==> config.mk <==
export PLATFORM = sky130hd
export DESIGN_NAME = sref_sequencer
export DESIGN_NICKNAME = d
export VERILOG_FILES = /design/src/rtl/sref_pkg.sv /design/src/rtl/sref_ctrl.sv /design/src/rtl/sref_dp.sv /design/src/rtl/sref_sequencer.sv
export SDC_FILE = /design/constraint.sdc
export NUM_CORES = 1
export LEC_CHECK = 0
export ABC_AREA = 1
export CAP_MARGIN = 20
export CORE_MARGIN = 2
export CORE_UTILIZATION = 50
export CTS_CLUSTER_DIAMETER = 30
export DETAILED_ROUTE_END_ITERATION = 16
export HOLD_SLACK_MARGIN = 0.08
export MAX_ROUTING_LAYER = met4
export PLACE_DENSITY = 0.8
export SYNTH_ARGS = -nofsm -noshare
export SYNTH_HDL_FRONTEND = slang
export SYNTH_SLANG_ARGS = --single-unit
export TNS_END_PERCENT = 30
==> constraint.sdc <==
create_clock -name clk -period 2.9 [get_ports clk]
set_input_delay 0.58 -clock clk [delete_from_list [all_inputs] [get_ports clk]]
set_output_delay 0.58 -clock clk [all_outputs]
set_load 0.05 [all_outputs]
==> src/rtl/sref_pkg.sv <==
package sref_pkg;
  // Command coding {rasN, casN, weN}
  localparam logic [2:0] CMD_NOP = 3'b111;
  localparam logic [2:0] CMD_REF = 3'b001;

  typedef enum logic [2:0] {
    ST_IDLE,
    ST_ENTER,
    ST_IN_SR,
    ST_WAIT_CLK,
    ST_NOP_WAIT,
    ST_READY
  } srState_t;

  // Strobes from control to datapath
  typedef struct packed {
    logic ckeHigh;
    logic issueRef;
    logic passCmd;
    logic nopCount;
  } srStrobe_t;
endpackage

==> src/rtl/sref_ctrl.sv <==
module sref_ctrl
  import sref_pkg::*;
(
  input  logic      clk,
  input  logic      rstN,
  input  logic      enterReq,
  input  logic      exitReq,
  input  logic      clkStable,
  input  logic      cntDone,
  output srStrobe_t stb
);
  srState_t state, nextState;

  always_ff @(posedge clk or negedge rstN) begin
    if (!rstN) state <= ST_IDLE;
    else       state <= nextState;
  end

  always_comb begin
    nextState = state;
    unique case (state)
      ST_IDLE:     if (enterReq)  nextState = ST_ENTER;
      ST_ENTER:                   nextState = ST_IN_SR;
      ST_IN_SR:    if (exitReq)   nextState = ST_WAIT_CLK;
      ST_WAIT_CLK: if (clkStable) nextState = ST_NOP_WAIT;
      ST_NOP_WAIT: if (cntDone)   nextState = ST_READY;
      ST_READY:                   nextState = ST_IDLE;
      default:                    nextState = ST_IDLE;
    endcase
  end

  always_comb begin
    stb.ckeHigh  = (state == ST_IDLE) || (state == ST_READY) || (state == ST_NOP_WAIT);
    stb.issueRef = (state == ST_ENTER);
    stb.passCmd  = (state == ST_IDLE) || (state == ST_READY);
    stb.nopCount = (state == ST_NOP_WAIT);
  end
endmodule

==> src/rtl/sref_dp.sv <==
module sref_dp
  import sref_pkg::*;
#(
  parameter int NOP_CYC = 200
) (
  input  logic      clk,
  input  logic      rstN,
  input  srStrobe_t stb,
  input  logic      hostCmdValid,
  input  logic [2:0] hostCmd,
  output logic      cntDone,
  output logic      cke,
  output logic [2:0] memCmd,
  output logic      cmdBusy,
  output logic      ready
);
  localparam int CNT_W = $clog2(NOP_CYC + 1);
  localparam logic [CNT_W-1:0] LAST = CNT_W'(NOP_CYC - 1);

  logic [CNT_W-1:0] nopCnt;

  always_ff @(posedge clk or negedge rstN) begin
    if (!rstN)             nopCnt <= '0;
    else if (stb.nopCount) nopCnt <= nopCnt + 1'b1;
    else                   nopCnt <= '0;
  end

  assign cntDone = stb.nopCount && (nopCnt == LAST);

  always_comb begin
    cke     = stb.ckeHigh;
    ready   = stb.passCmd;
    cmdBusy = hostCmdValid && !stb.passCmd;
    if (stb.issueRef)                       memCmd = CMD_REF;
    else if (stb.passCmd && hostCmdValid)   memCmd = hostCmd;
    else                                    memCmd = CMD_NOP;
  end
endmodule

==> src/rtl/sref_sequencer.sv <==
module sref_sequencer
  import sref_pkg::*;
#(
  parameter int XSNR_CYC = 20,
  parameter int DLL_CYC  = 200
) (
  input  logic       clk,
  input  logic       rstN,
  input  logic       enterReq,
  input  logic       exitReq,
  input  logic       clkStable,
  input  logic       hostCmdValid,
  input  logic [2:0] hostCmd,
  output logic       cke,
  output logic [2:0] memCmd,
  output logic       cmdBusy,
  output logic       ready
);
  localparam int NOP_CYC = (XSNR_CYC > DLL_CYC) ? XSNR_CYC : DLL_CYC;

  srStrobe_t stb;
  logic      cntDone;

  sref_ctrl uCtrl (
    .clk(clk), .rstN(rstN), .enterReq(enterReq), .exitReq(exitReq),
    .clkStable(clkStable), .cntDone(cntDone), .stb(stb)
  );

  sref_dp #(.NOP_CYC(NOP_CYC)) uDp (
    .clk(clk), .rstN(rstN), .stb(stb), .hostCmdValid(hostCmdValid),
    .hostCmd(hostCmd), .cntDone(cntDone), .cke(cke), .memCmd(memCmd),
    .cmdBusy(cmdBusy), .ready(ready)
  );
endmodule

## After elaboration in Yosys (flattened, before gate mapping)

Index checks and enable logic that the tools add are counted.

| cells by class | value |
|---|---|
| $add $sub $neg | 1 |
| muxes and demuxes | 8 |
| eq/ne operators | 10 |
| reduce and logical (&&, ||, !) cells | 8 |

Operator list:

| operator | number |
|---|---|
| $mux W3 | 6 |
| $pmux W3 S5 | 1 |
| $add A8 B1 Y8 const B | 1 |
| $eq A8 B8 Y1 const B | 1 |
| $mux W8 | 1 |
| $ne A2 B2 Y1 const B | 4 |
| $eq A3 B2 Y1 const B | 2 |
| $eq A3 B3 Y1 const B | 2 |
| $reduce_and A4 Y1 | 1 |
| $eq A3 B1 Y1 const B | 1 |
| $logic_and A1 B1 Y1 | 3 |
| $logic_not A3 Y1 | 1 |
| $logic_or A1 B1 Y1 | 2 |
| $logic_not A1 Y1 | 1 |

| word-level totals | value |
|---|---|
| logic and storage cells | 29 |
| bits of input ports | 9 |
| output and inout bits | 6 |
| register bits | 11 |

## Longest topological paths before layout

| logic depth | value |
|---|---|
| word-level depth | 5 |
| mapped depth | 7 |
| gate-level depth less buffers | 7 |

## Hierarchy

From an unflattened synthesis, not the netlist that was laid out.

| second synthesis, totals | value |
|---|---|
| cells, all modules | 100 |
| area total of the unflattened synthesis | 685.7 µm² |

By module, submodules not included:

| module | area an instance (µm²) | seq. area each (µm²) | times used | cells each |
|---|---|---|---|---|
| sref_dp | 464.2 | 200.2 | 1 | 63 |
| sref_ctrl | 221.5 | 75.1 | 1 | 37 |

## Worst setup path after synthesis

OpenSTA, ideal clock, no wires.

| path | value |
|---|---|
| path kind | flip-flop to output port |
| from | register uCtrl.state[1] |
| to | output memCmd[0] |
| stages on the path, launching flop included | 6 |
| arrival | 1475 ps |
| setup slack | 845 ps |
| buffers on the path | 0 |
| data required time | 2320 ps |
| path through | dfrtp_1 inv_1 nand2_1 o21ai_4 nand2_2 or2_1 |

| on the way | value |
|---|---|
| cells in the longest elaborated chain, start to end | 5 |
| elaborated cells on any way between the ends | 7 |
| those cells by class | eq/ne (2); mux (2); reduce/logical (3) |

RTL lines:

| what | RTL line | RTL |
|---|---|---|
| start: declaration | sref_ctrl.sv:12 | `srState_t state, nextState;` |
| start signal: assignment | sref_ctrl.sv:16 | `else state <= nextState;` |
| $eq A3 B3 Y1 or $logic_not A3 Y1 (tied branches) | sref_ctrl.sv:35 | `stb.passCmd = (state == ST_IDLE) \|\| (state == ST_READY);` |
| $logic_or A1 B1 Y1 * | sref_ctrl.sv:35 |  |
| net ready | sref_sequencer.sv:17 | `output logic ready` |
| $logic_and A1 B1 Y1 * | sref_dp.sv:35 | `else if (stb.passCmd && hostCmdValid) memCmd = hostCmd;` |
| $mux W3 * | sref_dp.sv:35 |  |
| $mux W3 * | sref_dp.sv:34 | `if (stb.issueRef) memCmd = CMD_REF;` |
| end: declaration | sref_sequencer.sv:15 | `output logic [2:0] memCmd,` |

Mark *: on every way through the listed nets, which the timed path passes. The rest lies on a longest branch.

## Final worst setup path

| path | value |
|---|---|
| from | register uCtrl.state[1] |
| to | output memCmd[0] |

| on the way | value |
|---|---|
| cells in the longest elaborated chain, start to end | 5 |
| elaborated cells on any way between the ends | 7 |
| those cells by class | eq/ne (2); mux (2); reduce/logical (3) |

RTL lines:

| what | RTL line |
|---|---|
| $eq A3 B3 Y1 or $logic_not A3 Y1 (tied branches) | sref_ctrl.sv:35 |
| $logic_or A1 B1 Y1 | sref_ctrl.sv:35 |
| $logic_and A1 B1 Y1 | sref_dp.sv:35 |
| $mux W3 | sref_dp.sv:35 |
| $mux W3 * | sref_dp.sv:34 |

Every way passes the cells marked *; elsewhere a longest branch is shown, timed or not.

==> impl_metrics.toml <==
[synth]
yosysTopAreaCell = "dfrtp_1"
synth-seq-cells = 11
synthesis.nets = 99
ys_types = 18
avgSynthCellArea_um2 = 7.28
postSynthCellCount = 89
synth_warnings = 0
syn_area_um2 = 648
synth.area.top_cells = "dfrtp_1 42%, inv_1 8.7%, nand2_1 8.1%"
yosysSeqAreaShare = 0.425
synth_top_cell_area_share = 0.425

[outcome]
status = "finished clean"

[setup_path]
critPathLaunchType = "register"
worst_setup_path_end_kind = "output port"
critPathKind = "register to output port"
critPathRequiredTime_ns = 2.32
critPathArrivalTime_ns = 2.09
worstPathMaxFanout = 7

[grt]
grt_overflow = 0
grt_pass1_vias = 603
grt_util_met3 = 0.0833
grt_pass1_wl_mm = 2.28
busiest_layer = "met2"
grt_use_met1 = 0.227
antenna_found_initial = 0
use_met2 = 0.407
grt_max_degree = 12
grt_usage = 0.225

[clock_network]
cts_hold_buf = 0
cts_root_buffer = "clkbuf_4"
post-cts-setup-buffer-count = 0
numCtsBuffers = 3
cts_resized = 0
cts_sinks = 11
h-tree-depth = 1
clk_path_buf_depth = 2
cts_tree = "built"
clock_latency_ns = 0.27
path_clk_slew_ns = 0.06

[routing]
firstDrtPassIters = 4
wire_per_inst_um = 11.3
routed_wl_mm = 1.35
vias_per_cell = 5.17
drc_errors = 0
ant_nets = 0
vias = 620
first_iter_violations = 13

[sta]
worst_slew_pin_slew_ns = 0.512
maxSlewViolCount = 0
hold-worst-slack_ns = 0.467
rsz0062_at_grt = "no"
setup_viol = 0
hold_violations = 0
fmaxAchievable_mhz = 375
slew_headroom = 0.658
period_minus_slack_ns = 2.67
min_period_over_period = 0.920
setup_ws_ns = 0.233
skew_ns = 0.0112
setup_tns_ns = 0

[job]
maxCapViolations = 0

[floorplan]
dieHeight_um = 40.0
die_w_um = 40.0
initial_core_util = 0.561
row_count = 12
coreArea_um2 = 1160
ios = 15
die-area_um2 = 1600

[placement]
post-place-ws_ns = 0.263
gp_congestion = 0.733
numPortBuffers = 14
dp_hpwl_mm = 1.01

[layout]
nets = 117
area_delta_synth_final_pct = 26.1
fillCellCount = 97
fin_util = 0.707
layout-drive-gt1-share = 0.104
n_antenna_cell = 0

[pwr]
power.share.switching = 0.503
p_seq_frac = 0.290
intPower_uw = 375
vdd_drop_max_mv = 0.552
p_switching_uw = 379
power_frac_clock = 0.140
power_density_nw_per_um2 = 923
power.leakage_nw = 0.388
pwr-share-comb = 0.570

[worst_hold_path]
hold_path_class = "register to register"
==> cell families after synthesis <==
kind of cell,synth area share
AO/OA/AOI/OAI,0.125
flip-flops,0.425
buffers and inverters,0.110
adder cells (fa/ha/maj),0.0193
AND/OR/NAND/NOR,0.320
==> sequential cells by signal (all words and copies together) (netlist names) <==
signal,flops
uDp.nopCnt,8
uCtrl.state,3
==> worst paths after layout <==
check                           slack [ns]             end  cells after the start            from
worst min-delay path                  0.47   uDp.nopCnt[0]                      1   uDp.nopCnt[0]
max in group asynchronous             1.92   uDp.nopCnt[1]                      1            rstN
min in group asynchronous             0.64   uDp.nopCnt[6]                      1            rstN
worst min register to register        0.47   uDp.nopCnt[0]                      1   uDp.nopCnt[0]
worst max-delay path                  0.23       memCmd[0]                      6  uCtrl.state[1]
worst max register to register        1.66  uCtrl.state[0]                      6  uCtrl.state[1]
==> cell usage after synthesis (all sizes together) <==
library cell,number
nand2,15
a21oi,7
nor3,6
o21bai,2
nand3b,1
dfrtp,11
ha,1
nand3,7
inv,17
nor2,15
o21ai,4
or2,1
buf,1
nor4,1
==> placed cells by master, fill, tap and decap left out, types with 3 or more instances in the layout <==
cell type / count
a21oi_1: 7
nand3_1: 7
o21ai_0: 3
buf_4: 3
clkbuf_4: 3
clkdlybuf4s50_1: 11
nor3_1: 6
dfrtp_1: 11
inv_1: 15
nand2_1: 14
nor2_1: 14
==> layout make-up <==
| type | count | area (um^2) | area share |
|---|---|---|---|
| Multi-Input combinational cell | 60 | 302 | 0.369 |
| Sequential cell | 11 | 275 | 0.337 |
| Inverter | 17 | 63.8 | 0.0781 |
| Timing Repair Buffer | 14 | 133 | 0.162 |
| Clock buffer | 4 | 26.3 | 0.0322 |
| Tap cell | 14 | 17.5 | 0.0214 |
==> metrics by stage <==
step | power (mW) | area [um^2] | std cells
after floorplan | 0.542 | 648 | 89
after global placement | 0.647 | 791 | 116
after detailed placement | 0.654 | 791 | 116
after CTS | 0.759 | 817 | 120
after global routing | 0.808 | 817 | 120
final | 0.754 | 817 | 120
==> worst max-delay path, cell delays in order (launching register included) <==
cell	delay, ns
dfrtp_1	0.46
inv_1	0.10
nand2_1	0.10
o21ai_4	0.17
nand2_2	0.08
or2_1	0.20
clkdlybuf4s50_1	0.71
==> metal layers <==
layer | wire, um | vias up
met4 | 9 | 0
met1 | 582 | 286
met5 | 0 | -
met2 | 696 | 13
met3 | 61 | 4
li1 | - | 317
==> power groups by stage <==
stage / Combinational [mW] / Clock [mW] / Sequential, mW
floorplan: 0.341 / 0 / 0.201
global placement: 0.426 / 0 / 0.221
detailed placement: 0.432 / 0 / 0.222
CTS: 0.434 / 0.106 / 0.219
global route: 0.470 / 0.115 / 0.223
finish: 0.430 / 0.105 / 0.218
Power figures use the tool's default switching activity.
